### config.mk
export PLATFORM = sky130hd
export DESIGN_NAME = cable_diag_classifier
export DESIGN_NICKNAME = d
export VERILOG_FILES = /design/src/rtl/cdiag_pkg.sv /design/src/rtl/cdiag_time_unpack.sv /design/src/rtl/cdiag_ctrl.sv /design/src/rtl/cdiag_datapath.sv /design/src/rtl/cable_diag_classifier.sv
export SDC_FILE = /design/constraint.sdc
export NUM_CORES = 1
export LEC_CHECK = 0
export CORE_UTILIZATION = 32
export DETAILED_ROUTE_END_ITERATION = 10
export HOLD_SLACK_MARGIN = 0.06
export PLACE_DENSITY = 0.61
export SYNTH_ARGS = -nofsm -noshare
export SYNTH_HDL_FRONTEND = slang
export SYNTH_HIERARCHICAL = 1
export SYNTH_SLANG_ARGS = --single-unit
### constraint.sdc
create_clock -name clk -period 5.4 [get_ports clk]
set_input_delay 0.54 -clock clk [delete_from_list [all_inputs] [get_ports clk]]
set_output_delay 0.54 -clock clk [all_outputs]
set_load 0.01 [all_outputs]
### src/rtl/cdiag_pkg.sv
package cdiag_pkg;

  // Control register layout: bit 0 run/start, bit 1 completion
  localparam int CTL_W     = 2;
  localparam int CTL_RUN   = 0;
  localparam int CTL_DONE  = 1;

  typedef enum logic [1:0] {
    CABLE_OK     = 2'd0,
    CABLE_OPEN   = 2'd1,
    CABLE_SHORT  = 2'd2,
    CABLE_UNSPEC = 2'd3
  } cableStatusE;

  typedef enum logic [1:0] {
    ST_IDLE,
    ST_RUN,
    ST_EVAL,
    ST_DONE
  } ctlStateE;

  // Strobes from control to datapath
  typedef struct packed {
    logic capture;   // register a new verdict, pulse valid
    logic clear;     // launch accepted: reset verdict to good
  } dpStrobeT;

  function automatic cableStatusE mapDetect(input logic [1:0] raw);
    case (raw)
      2'd0:    return CABLE_OK;
      2'd1:    return CABLE_OPEN;
      2'd2:    return CABLE_SHORT;
      default: return CABLE_UNSPEC;
    endcase
  endfunction

endpackage

### src/rtl/cdiag_time_unpack.sv
module cdiag_time_unpack #(
  parameter int CYC_W          = 7,
  parameter int PH_W           = 7,
  parameter int PHASES_PER_CYC = 96,
  parameter int PHC_W          = 14,
  localparam int TW            = CYC_W + PH_W
) (
  input  logic [TW-1:0]    timeWord,
  output logic [PHC_W-1:0] phaseCount
);

  logic [CYC_W-1:0] cycleField;
  logic [PH_W-1:0]  phaseField;

  assign cycleField = timeWord[TW-1:PH_W];
  assign phaseField = timeWord[PH_W-1:0];

  always_comb begin
    phaseCount = PHC_W'(cycleField) * PHC_W'(PHASES_PER_CYC) + PHC_W'(phaseField);
  end

endmodule

### src/rtl/cdiag_ctrl.sv
module cdiag_ctrl
  import cdiag_pkg::*;
(
  input  logic             clk,
  input  logic             rstN,
  input  logic             ctlWrEn,
  input  logic [CTL_W-1:0] ctlWrData,
  input  logic             measDone,
  output logic [CTL_W-1:0] ctlRdData,
  output logic             measStart,
  output dpStrobeT         strobe
);

  ctlStateE stateQ, stateD;
  logic     startReq, stopReq, startOk;

  assign startReq = ctlWrEn &&  ctlWrData[CTL_RUN];
  assign stopReq  = ctlWrEn && !ctlWrData[CTL_RUN];
  assign startOk  = startReq && (stateQ == ST_IDLE);

  always_comb begin
    stateD = stateQ;
    unique case (stateQ)
      ST_IDLE: if (startOk)  stateD = ST_RUN;
      ST_RUN:  if (measDone) stateD = ST_EVAL;
      ST_EVAL: stateD = ST_DONE;
      ST_DONE: stateD = ST_DONE;
      default: stateD = ST_IDLE;
    endcase
    if (stopReq && stateQ != ST_IDLE) stateD = ST_IDLE;
  end

  always_comb begin
    strobe.clear   = startOk;
    strobe.capture = (stateQ == ST_EVAL) && !stopReq;
  end

  always_ff @(posedge clk) begin
    if (!rstN) begin
      stateQ    <= ST_IDLE;
      measStart <= 1'b0;
    end else begin
      stateQ    <= stateD;
      measStart <= startOk;
    end
  end

  always_comb begin
    ctlRdData           = '0;
    ctlRdData[CTL_RUN]  = (stateQ != ST_IDLE);
    ctlRdData[CTL_DONE] = (stateQ == ST_EVAL) || (stateQ == ST_DONE);
  end

endmodule

### src/rtl/cdiag_datapath.sv
module cdiag_datapath
  import cdiag_pkg::*;
#(
  parameter int CYC_W          = 7,
  parameter int PH_W           = 7,
  parameter int PHASES_PER_CYC = 96,
  parameter int MIN_SEP        = 96,
  parameter int SEP_MARGIN     = 89,
  parameter int JITTER         = 30,
  parameter int HYBRID_REF     = 0,
  parameter int NOISE_FLOOR    = 20,
  parameter int AMP_W          = 12,
  parameter int GAIN_W         = 8,
  localparam int TW            = CYC_W + PH_W,
  localparam int MAX_PH        = ((2**CYC_W) - 1) * PHASES_PER_CYC + (2**PH_W) - 1,
  localparam int PHC_W         = $clog2(MAX_PH + 1),
  localparam int DW            = PHC_W + 2
) (
  input  logic              clk,
  input  logic              rstN,
  input  dpStrobeT          strobe,
  input  logic [AMP_W-1:0]  posAmp,
  input  logic [AMP_W-1:0]  negAmp,
  input  logic [GAIN_W-1:0] gainIdx,
  input  logic [TW-1:0]     posTime,
  input  logic [TW-1:0]     negTime,
  output logic              resultValid,
  output cableStatusE       resultCode
);

  localparam logic signed [DW-1:0] SEP_LO  = DW'(MIN_SEP);
  localparam logic signed [DW-1:0] SEP_HI  = DW'(MIN_SEP + SEP_MARGIN);
  localparam logic signed [DW-1:0] HYB     = DW'(HYBRID_REF);
  localparam logic signed [DW-1:0] JIT     = DW'(JITTER);
  localparam logic [AMP_W-1:0]     AMP_MIN = AMP_W'(NOISE_FLOOR);

  // index 0: positive peak, index 1: negative peak
  logic [1:0][TW-1:0]    timeArr;
  logic [1:0][PHC_W-1:0] phaseArr;

  assign timeArr[0] = posTime;
  assign timeArr[1] = negTime;

  for (genvar gi = 0; gi < 2; gi++) begin : g_unpack
    cdiag_time_unpack #(
      .CYC_W(CYC_W), .PH_W(PH_W),
      .PHASES_PER_CYC(PHASES_PER_CYC), .PHC_W(PHC_W)
    ) u_unpack (
      .timeWord  (timeArr[gi]),
      .phaseCount(phaseArr[gi])
    );
  end

  logic signed [DW-1:0] posPh, negPh, posLead, negLead;
  logic                 posLateOk, negLateOk, gateOk;
  logic [1:0]           rawDetect, gatedDetect;

  function automatic logic inWindow(input logic signed [DW-1:0] sep);
    return (sep >= SEP_LO) && (sep < SEP_HI);
  endfunction

  always_comb begin
    posPh   = $signed({2'b00, phaseArr[0]});
    negPh   = $signed({2'b00, phaseArr[1]});
    posLead = posPh - negPh;
    negLead = negPh - posPh;

    posLateOk = inWindow(posLead) && (HYB < posPh) && (HYB < negPh + JIT);
    negLateOk = inWindow(negLead) && (HYB < negPh) && (HYB < posPh + JIT);

    if (posPh > negPh && posLateOk)      rawDetect = 2'd2;
    else if (negPh > posPh && negLateOk) rawDetect = 2'd1;
    else                                 rawDetect = 2'd0;

    gateOk      = (posAmp > AMP_MIN) && (negAmp > AMP_MIN) && !gainIdx[GAIN_W-1];
    gatedDetect = gateOk ? rawDetect : 2'd0;
  end

  always_ff @(posedge clk) begin
    if (!rstN) begin
      resultValid <= 1'b0;
      resultCode  <= CABLE_OK;
    end else if (strobe.clear) begin
      resultValid <= 1'b0;
      resultCode  <= CABLE_OK;
    end else if (strobe.capture) begin
      resultValid <= 1'b1;
      resultCode  <= mapDetect(gatedDetect);
    end else begin
      resultValid <= 1'b0;
    end
  end

endmodule

### src/rtl/cable_diag_classifier.sv
module cable_diag_classifier
  import cdiag_pkg::*;
#(
  parameter int CYC_W          = 7,
  parameter int PH_W           = 7,
  parameter int PHASES_PER_CYC = 96,
  parameter int MIN_SEP        = 96,
  parameter int SEP_MARGIN     = 89,
  parameter int JITTER         = 30,
  parameter int HYBRID_REF     = 0,
  parameter int NOISE_FLOOR    = 20,
  parameter int AMP_W          = 12,
  parameter int GAIN_W         = 8,
  localparam int TW            = CYC_W + PH_W
) (
  input  logic              clk,
  input  logic              rstN,
  input  logic              ctlWrEn,
  input  logic [1:0]        ctlWrData,
  output logic [1:0]        ctlRdData,
  output logic              measStart,
  input  logic              measDone,
  input  logic [AMP_W-1:0]  posAmp,
  input  logic [AMP_W-1:0]  negAmp,
  input  logic [GAIN_W-1:0] gainIdx,
  input  logic [TW-1:0]     posTime,
  input  logic [TW-1:0]     negTime,
  output logic              resultValid,
  output logic [1:0]        resultCode
);

  dpStrobeT    strobe;
  cableStatusE codeInt;

  cdiag_ctrl u_ctrl (
    .clk      (clk),
    .rstN     (rstN),
    .ctlWrEn  (ctlWrEn),
    .ctlWrData(ctlWrData),
    .measDone (measDone),
    .ctlRdData(ctlRdData),
    .measStart(measStart),
    .strobe   (strobe)
  );

  cdiag_datapath #(
    .CYC_W(CYC_W), .PH_W(PH_W), .PHASES_PER_CYC(PHASES_PER_CYC),
    .MIN_SEP(MIN_SEP), .SEP_MARGIN(SEP_MARGIN), .JITTER(JITTER),
    .HYBRID_REF(HYBRID_REF), .NOISE_FLOOR(NOISE_FLOOR),
    .AMP_W(AMP_W), .GAIN_W(GAIN_W)
  ) u_dp (
    .clk        (clk),
    .rstN       (rstN),
    .strobe     (strobe),
    .posAmp     (posAmp),
    .negAmp     (negAmp),
    .gainIdx    (gainIdx),
    .posTime    (posTime),
    .negTime    (negTime),
    .resultValid(resultValid),
    .resultCode (codeInt)
  );

  assign resultCode = codeInt;

endmodule

==> results.py, run 1 <==
metrics = {
    "finish": {
        "fin_cells": 595,
        "finalNetCount": 584,
        "fin_area_mm2": 0.003900,
        "regArea_um2": 120.1,
        "drive_above_1_share": 0.1039,
        "n_antenna_cell": 0,
        "areaGrowthSynthToFinish_pct": 22.14,
        "fillCellCount": 1042,
        "multi_input_area_mm2": 0.002746,
    },
    "routing": {
        "vias_per_cell": 5.198,
        "num_vias": 3093,
        "drt_iter0_markers": 112,
        "wl_met2_um": 3649,
        "ant_nets": 0,
        "wl_per_cell_um": 13.29,
        "drc_errors": 0,
        "met1_length_um": 3676,
        "top_layer": "met4",
        "dr_wl_met3_um": 489,
        "dr.pass1.iters": 4,
        "wl_um": 7909,
    },
    "clocking": {
        "cts_max_level": 1,
        "cts.path.max_buffers": 2,
        "clk_latency_ns": 0.22,
        "clkSlewWorstSetupHoldPaths_ns": 0.03,
        "cts_resized": 0,
        "cts_tree": "built",
        "cts_setup_buffers": 0,
        "cts_root_buffer": "clkbuf_8",
        "cts_buffers": 3,
        "ctsHoldBuffers": 0,
        "cts.sinks": 6,
    },
    "logic_synthesis": {
        "syn_inst": 417,
        "synth-edff-count": 0,
        "synth_ff_type": "dfxtp_1",
        "yosysUniqueCellTypes": 74,
        "seq_area_frac_synth": 0.03762,
        "ys_seq_elements": 6,
        "syn_avg_cell_area_um2": 7.657,
        "syn_area_mm2": 0.003193,
        "synthArstFlopShare": 0,
        "synth_fp_nets": 537,
        "ys_warn_count": 6,
    },
    "floorplanning": {
        "initial_core_util": 0.3282,
        "core_mm2": 0.009729,
        "num_io_pins": 72,
        "die_h_um": 101.9,
        "die_w_um": 101.9,
        "dieArea_mm2": 0.01038,
        "rows": 36,
    },
    "grt": {
        "antenna_found_initial": 0,
        "grt_pass1_wl_um": 13100,
        "track_usage": 0.1541,
        "gr-total-overflow": 0,
        "grt_pass1_vias": 2931,
        "grt_max_degree": 19,
    },
    "placed_design": {
        "place_ws_ns": 0.4223,
        "placed_area_mm2": 0.003859,
        "dpl.hpwl_um": 6857,
        "io_buffer_count": 63,
        "dp_cells": 592,
        "gp_congestion": 0.8366,
    },
    "worst_hold_path": {
        "hold_path.class": "reg2reg",
    },
    "setup_path": {
        "cp_cell_sequence": "clkdlybuf4s50_1, ha_1, fa_1, a211oi_2, o2111ai_1, nor4_4, xnor2_1, inv_1, ha_1, nand4_1, nor4_1, nand4b_1, a2111oi_2, nand4_1, nor4_2, a22o_1",
        "crit_slowest_cell": "ha_1",
        "critical_path.max_stage_delay_ns": 0.63,
        "endpoint_kind": "flip-flop",
        "worst-path-buf-inv": 2,
        "worstPathArrival_ns": 4.94,
        "critical_path_class": "in2reg",
        "critPathMaxFanout": 18,
        "cp.required_ns": 5.51,
        "path_delay_family": "simple AND/OR/NAND/NOR gates",
        "start_kind": "input pin",
    },
    "power": {
        "power_leakage_uw": 0.001623,
        "power_density_mw_per_mm2": 231.8,
        "peakVddDrop_mv": 0.09806,
    },
    "outcome": {
        "outcome": "complete, no violations",
    },
    "sta": {
        "worstMarginPinSlew_ns": 0.5273,
        "rsz0062_at_grt": "false",
        "maxSlewViolCount": 0,
        "skew_ns": 0.002598,
        "finalWorstSetupSlack_ns": 0.5676,
        "period_share": 0.8949,
        "finalHoldViolCount": 0,
        "slew_headroom": 0.6484,
        "fmax_ghz": 0.2069,
        "setup_viol": 0,
        "fin_tns_setup_ns": 0,
        "min_period_ns": 4.832,
    },
    "run": {
        "maxCapViolCount": 0,
    },
}
[area by class of cell]
type,count,share of cell area
flip-flops and latches,6,0.03080
well taps,133,0.04267
repair buffers,65,0.1655
multi-input cells,340,0.7042
inverters,48,0.04620
clock buffers,3,0.01059
[placed cells by master (no fill, tap or decap), types with 5 or more instances in the layout]
master,n
ha_1,48
nor2_1,36
a21o_1,7
nand4_1,7
xor2_1,13
dfxtp_1,6
a21oi_1,24
xnor2_1,20
clkdlybuf4s50_1,63
o211ai_1,6
fa_1,6
nor3_1,9
nand2b_1,8
o21ai_0,18
nor4_1,10
inv_1,48
nand2_1,17
nand3_1,10
a211oi_2,5
[cells by family (layout without fill, tap and decap cells)]
family	after synthesis	in the layout	synth area share
AND/OR/NAND/NOR	127	127	0.2202
AO/OA/AOI/OAI	117	117	0.2896
buffers and inverters	71	116	0.1023
adder cells (fa/ha/maj)	54	54	0.2257
XOR/XNOR	35	35	0.1007
multiplexers	7	7	0.02390
flip-flops	6	6	0.03762
[Yosys cell counts (4+ instances only)]
library cell / instances / area (um^2)
nor2_1: 36 / 135.1
nand2b_1: 8 / 50.05
nand3_1: 10 / 50.05
nand2_1: 17 / 63.81
a211oi_2: 5 / 62.56
o21ai_0: 18 / 90.09
inv_1: 48 / 180.2
fa_1: 6 / 120.1
a211oi_1: 4 / 30.03
a21oi_1: 24 / 120.1
nand4_1: 7 / 43.79
nor4_1: 10 / 62.56
o211ai_1: 6 / 45.04
clkbuf_1: 6 / 22.52
xor2_1: 13 / 113.9
xnor2_1: 20 / 175.2
o2111ai_1: 4 / 35.03
dfxtp_1: 6 / 120.1
nor3_1: 9 / 45.04
mux2i_1: 4 / 40.04
o21ba_2: 4 / 40.04
buf_4: 13 / 97.59
a21o_1: 7 / 52.55
ha_1: 48 / 600.6
o311ai_2: 4 / 65.06
[flip-flops by register name (all words and copies together) (netlist names)]
register,flops
u_dp/resultValid,1
u_dp/resultCode,2
u_ctrl/stateQ,2
u_ctrl/measStart,1
[stage by stage]
step / utilization / total power (uW) / hold WS (ns)
after floorplan: - / 658.1 / 0.4704
after global placement: 0.3966 / 816.9 / 0.4378
after detailed placement: 0.3966 / 826.0 / 0.4570
after CTS: 0.4008 / 899.7 / 0.4618
after global routing: 0.4008 / 994.0 / 0.4976
final: 0.4008 / 904.1 / 0.4547
[final timing paths]
kind | startpoint | endpoint | slack, ns | cells past startpoint
worst min-delay path | u_dp/resultCode[0] | u_dp/resultCode[0] | 0.45 | 2
worst max-delay path | posTime[8] | u_dp/resultCode[1] | 0.57 | 16
worst max register to register | u_ctrl/stateQ[1] | u_dp/resultCode[0] | 3.47 | 9
worst min register to register | u_dp/resultCode[0] | u_dp/resultCode[0] | 0.45 | 2
[layer usage]
layer | vias to the layer above | GRT usage
met4 | 0 | 0.03187
li1 | 1596 | -
met5 | - | 0
met2 | 104 | 0.2817
met1 | 1383 | 0.1969
met3 | 10 | 0.01368
[tightest hold or removal path: cells and delay by family (launching register included)]
family             cells  cell delay [ns]
AOI/OAI and AO/OA      1             0.05
DFF                    1             0.30
and+or+nand+nor        1             0.05
[power by group]
part	switching, uW	internal [uW]	total (uW)
combinational	449	341	790
sequential	1.03	46.0	47.1
clock	19.0	47.8	66.9
Power figures use the tool's default switching activity.
==> run 2: changes to the inputs <==
CTS_BUF_LIST = sky130_fd_sc_hd__clkbuf_4   (was unset)
==> run 2 against run 1 <==
Hold slack improved by 0.00099 ns. Utilization fell by 0.19 points. Fmax rose by 0.68%. Critical path type unchanged.
==> results.py, run 2 (synthesized netlist as in run 1, its figures left out) <==
metrics = {
    "worst_hold_path": {
        "whs_path_depth": 2,
        "whs_endpoint": "u_dp/resultCode[0]",
        "hold_path.class": "reg2reg",
        "min-delay-start": "u_dp/resultCode[0]",
    },
    "power": {
        "power_density_mw_per_mm2": 225.6,
        "totalPowerFinal_uw": 875.6,
        "combPwrFrac": 0.901,
        "power_leakage_uw": 0.001615,
        "peakVddDrop_mv": 0.09823,
        "seq_power_share": 0.054,
        "clkPwrFrac": 0.045,
        "switchingPower_uw": 463.9,
        "p_int_uw": 411.7,
        "swShare": 0.5298,
    },
    "routing": {
        "vias_per_cell": 5.193,
        "drt_iter0_markers": 120,
        "dr.pass1.iters": 4,
        "num_vias": 3090,
        "wl_um": 7859,
        "ant_nets": 0,
        "drc_errors": 0,
        "wl_per_cell_um": 13.21,
    },
    "floorplanning": {
        "rows": 36,
        "num_io_pins": 72,
        "die_w_um": 101.9,
        "initial_core_util": 0.3282,
        "core_mm2": 0.009729,
        "die_h_um": 101.9,
        "dieArea_mm2": 0.01038,
    },
    "finish": {
        "multi_input_area_mm2": 0.002746,
        "layout_commonest_cell": "clkdlybuf4s50_1",
        "fillCellCount": 1047,
        "drive_above_1_share": 0.1039,
        "finalNetCount": 584,
        "n_antenna_cell": 0,
        "fin_area_mm2": 0.003881,
        "final_cell_mix": "63 x clkdlybuf4s50_1, 48 x inv_1, 48 x ha_1",
        "areaGrowthSynthToFinish_pct": 21.55,
        "top_regs": "u_ctrl/stateQ: 2 flops, u_dp/resultCode: 2 flops",
        "regArea_um2": 120.1,
        "utilization": 0.3989,
    },
    "setup_path": {
        "critPathMaxFanout": 18,
        "worstPathArrival_ns": 4.92,
        "cp.required_ns": 5.52,
        "endpoint_kind": "flip-flop",
        "cp_cell_sequence": "clkdlybuf4s50_1, ha_1, fa_1, a211oi_2, o2111ai_1, nor4_4, xnor2_1, inv_1, ha_1, nand4_1, nor4_1, nand4b_1, a2111oi_2, nand4_1, nor4_2, a22o_1",
        "worst-path-buf-inv": 2,
        "path_delay_family": "simple AND/OR/NAND/NOR gates",
        "crit_slowest_cell": "ha_1",
        "start_kind": "input pin",
        "r2r_cells": 9,
        "critical_path_class": "in2reg",
        "r2r_slack_ns": 3.45,
        "reg2reg_to": "u_dp/resultCode[0]",
        "r2r_start": "u_ctrl/stateQ[1]",
        "critical_path.max_stage_delay_ns": 0.63,
    },
    "clocking": {
        "cts_tree": "built",
        "ctsHoldBuffers": 0,
        "cts.sinks": 6,
        "cts_max_level": 1,
        "clk_latency_ns": 0.24,
        "clkSlewWorstSetupHoldPaths_ns": 0.04,
        "cts_buffers": 3,
        "cts_setup_buffers": 0,
        "cts_root_buffer": "clkbuf_4",
        "cts_resized": 0,
        "cts.path.max_buffers": 2,
    },
    "placed_design": {
        "io_buffer_count": 63,
        "place_ws_ns": 0.4223,
        "dpl.hpwl_um": 6857,
        "placed_area_mm2": 0.003859,
        "gp_congestion": 0.8366,
    },
    "sta": {
        "finalHoldViolCount": 0,
        "maxSlewViolCount": 0,
        "fin_tns_setup_ns": 0,
        "skew_ns": 0.003803,
        "finalWorstSetupSlack_ns": 0.6001,
        "fmax_ghz": 0.2083,
        "min_period_ns": 4.800,
        "rsz0062_at_grt": "false",
        "period_share": 0.8889,
        "worstMarginPinSlew_ns": 0.5292,
        "slew_headroom": 0.6472,
        "setup_viol": 0,
    },
    "grt": {
        "grt_max_degree": 19,
        "track_usage": 0.1530,
        "gr-total-overflow": 0,
        "grt_pass1_wl_um": 13070,
        "antenna_found_initial": 0,
        "grt_pass1_vias": 2928,
    },
    "run": {
        "maxCapViolCount": 0,
    },
    "outcome": {
        "outcome": "complete, no violations",
    },
}
## run 2: worst max-delay path by stage
stage,start,endpoint,slack [ns],cells after the start
2_1_floorplan,posTime[7],u_dp/resultCode[0],1.47,16
3_3_place_gp,posTime[8],u_dp/resultCode[1],0.48,16
3_5_place_dp,posTime[8],u_dp/resultCode[1],0.42,16
4_1_cts,posTime[8],u_dp/resultCode[1],0.66,16
5_1_grt,posTime[8],u_dp/resultCode[0],0.28,16
6_report,posTime[8],u_dp/resultCode[1],0.60,16
## run 2: final cells by class
type | instances | area share
Sequential cell | 6 | 0.03095
Clock buffer | 3 | 0.005803
Inverter | 48 | 0.04642
Tap cell | 133 | 0.04288
Multi-Input combinational cell | 340 | 0.7076
Timing Repair Buffer | 65 | 0.1663
## run 2: power groups by stage
| stage | sequential [uW] | combinational, uW | clock [uW] |
|---|---|---|---|
| 6_report | 46.9 | 789 | 39.4 |
| 3_5_place_dp | 47.8 | 778 | 0 |
| 2_1_floorplan | 47.8 | 610 | 0 |
| 5_1_grt | 47.1 | 875 | 44.8 |
| 4_1_cts | 46.9 | 783 | 42.5 |
| 3_3_place_gp | 47.7 | 769 | 0 |
## run 2: worst min-delay path, stage by stage, from the launching register on
cell     delay [ns]
dfxtp_1        0.30
nand2_1        0.05
o21ai_1        0.05
## run 2: stage by stage
step	instances	hold WS, ns
after global placement	592	0.4378
final	595	0.4557
after detailed placement	592	0.4570
after floorplan	417	0.4704
after global routing	595	0.4990
after CTS	595	0.4629
## run 2: metal layers
metal  share of wire  up-vias  global-route usage
met5               0        -                   0
met4          0.0099        0             0.02527
met3           0.061        8             0.01368
met2            0.46       99              0.2807
met1            0.47     1388              0.1969
li1                -     1595                   -
==> run 3: changes to the inputs <==
CAP_MARGIN = 15   (was unset)
GPL_TIMING_DRIVEN = 0   (was unset)
==> run 3 against run 2 <==
Combinational power up 0.6%. Cell area is 0.81% higher. First-iteration DRC count increased by 12%. Die area unchanged. Fmax decreased by 1.3%. Final cell count grew 1.8%. Register-to-register slack got worse by 0.03 ns. Non-clock buffer count up 11.
==> results.py, run 3 (synthesized netlist as in run 1, its figures left out) <==
metrics = {
    "outcome": {
        "outcome": "complete, no violations",
    },
    "routing": {
        "vias_per_cell": 5.228,
        "drc_errors": 0,
        "dr.pass1.iters": 5,
        "wl_per_cell_um": 13.04,
        "wl_um": 7900,
        "num_vias": 3168,
        "ant_nets": 0,
        "drt_iter0_markers": 134,
    },
    "sta": {
        "slew_headroom": 0.6469,
        "worstMarginPinSlew_ns": 0.5248,
        "period_share": 0.9010,
        "fmax_ghz": 0.2055,
        "maxSlewViolCount": 0,
        "min_period_ns": 4.865,
        "fin_tns_setup_ns": 0,
        "rsz0062_at_grt": "false",
        "finalHoldViolCount": 0,
        "skew_ns": 0.005267,
        "setup_viol": 0,
    },
    "power": {
        "p_int_uw": 414.7,
        "combPwrFrac": 0.902,
        "switchingPower_uw": 466.0,
        "totalPowerFinal_uw": 880.7,
        "peakVddDrop_mv": 0.07790,
        "power_leakage_uw": 0.001654,
        "power_density_mw_per_mm2": 225.1,
        "seq_power_share": 0.053,
        "swShare": 0.5291,
        "clkPwrFrac": 0.045,
    },
    "clocking": {
        "cts.sinks": 6,
        "cts_buffers": 3,
        "cts_resized": 0,
        "cts_setup_buffers": 0,
        "ctsHoldBuffers": 0,
        "cts_tree": "built",
        "cts_max_level": 1,
        "clk_latency_ns": 0.24,
        "cts.path.max_buffers": 2,
        "clkSlewWorstSetupHoldPaths_ns": 0.04,
        "cts_root_buffer": "clkbuf_4",
    },
    "setup_path": {
        "cp.required_ns": 5.58,
        "critical_path_class": "in2reg",
        "start_kind": "input pin",
        "worstPathArrival_ns": 5.04,
        "critPathMaxFanout": 7,
        "crit_slowest_cell": "clkdlybuf4s50_1",
        "endpoint_kind": "flip-flop",
        "critical_path.max_stage_delay_ns": 0.47,
        "cp_cell_sequence": "clkdlybuf4s50_1, ha_1, fa_1, a211oi_2, nor2_1, o311ai_2, nand2_2, o311ai_2, inv_1, ha_1, nor2b_1, o21ai_0, nand4b_1, a2111oi_2, nand4_1, nor4_2, a22o_1",
    },
    "grt": {
        "gr-total-overflow": 0,
        "grt_max_degree": 11,
        "track_usage": 0.1526,
        "grt_pass1_wl_um": 13110,
        "antenna_found_initial": 0,
        "grt_pass1_vias": 3000,
    },
    "placed_design": {
        "dpl.hpwl_um": 6925,
        "io_buffer_count": 53,
        "gp_congestion": 0.8249,
    },
    "finish": {
        "final_cell_mix": "53 x clkdlybuf4s50_1, 48 x inv_1, 48 x ha_1",
        "top_regs": "u_ctrl/stateQ: 2 flops, u_dp/resultCode: 2 flops",
        "fillCellCount": 1041,
        "layout_commonest_cell": "clkdlybuf4s50_1",
        "drive_above_1_share": 0.1332,
        "n_antenna_cell": 0,
        "areaGrowthSynthToFinish_pct": 22.53,
        "finalNetCount": 595,
    },
    "worst_hold_path": {
        "hold_path.class": "reg2reg",
    },
    "run": {
        "maxCapViolCount": 0,
    },
    "floorplanning": {
        "num_io_pins": 72,
        "dieArea_mm2": 0.01038,
        "die_h_um": 101.9,
        "die_w_um": 101.9,
        "rows": 36,
        "core_mm2": 0.009729,
        "initial_core_util": 0.3282,
    },
}
## run 3: cell types whose count changed in the layout (fill, tap and decap cells not counted), sizes merged
cell,change
buf,+15
clkbuf,+6
clkdlybuf4s50,-10
## run 3: path summary, 6_finish.rpt
| kind | from | to | slack (ns) | cells past startpoint |
|---|---|---|---|---|
| max | posTime[8] | u_dp/resultCode[1] | 0.53 | 17 |
| min | u_dp/resultCode[0] | u_dp/resultCode[0] | 0.44 | 2 |
| max reg2reg | u_ctrl/stateQ[0] | u_dp/resultCode[0] | 3.42 | 10 |
| min reg2reg | u_dp/resultCode[0] | u_dp/resultCode[0] | 0.44 | 2 |
## run 3: layer usage
layer,track usage,share of wire
met5,0,0
met4,0.01538,0.0075
met3,0.01231,0.051
met2,0.2853,0.47
met1,0.1964,0.47
## run 3: cell type report
cell class	count	area (um^2)	share of cell area
timing repair buffer	53	530.5	0.1356
tap	133	166.4	0.04253
clock buffer	3	22.52	0.005756
sequential	6	120.1	0.03070
inverter	48	180.2	0.04605
multi-input combinational	340	2746	0.7020
buffer	23	146.4	0.03742
## run 3: power groups by stage
| stage | logic (uW) | clock network, uW | registers [uW] |
|---|---|---|---|
| 5_1_grt | 885 | 45.0 | 47.0 |
| 3_3_place_gp | 775 | 0 | 47.7 |
| 3_5_place_dp | 786 | 0 | 47.7 |
| 4_1_cts | 791 | 41.9 | 46.9 |
| 6_report | 794 | 39.6 | 46.9 |
| 2_1_floorplan | 610 | 0 | 47.8 |
## run 3: worst max-delay path: cells and delay by family
family / cells / cell delay [ns]
simple gates: 6 / 0.94
fa+ha+maj: 3 / 1.08
buf+inv: 2 / 0.57
compound gates: 6 / 1.90
## run 3: through the flow
| stage | worst slack (ns) | utilization | cells | hold WS, ns | cell area, um^2 |
|---|---|---|---|---|---|
| 2_1_floorplan | 1.469 | - | 417 | 0.4704 | 3193 |
| 3_3_place_gp | 0.3155 | 0.3998 | 603 | 0.4411 | 3890 |
| 3_5_place_dp | 0.2594 | 0.3998 | 603 | 0.4412 | 3890 |
| 4_1_cts | 0.5056 | 0.4021 | 606 | 0.4471 | 3913 |
| 5_1_grt | 0.2041 | 0.4021 | 606 | 0.4564 | 3913 |
| 6_report | 0.5348 | 0.4021 | 606 | 0.4411 | 3913 |
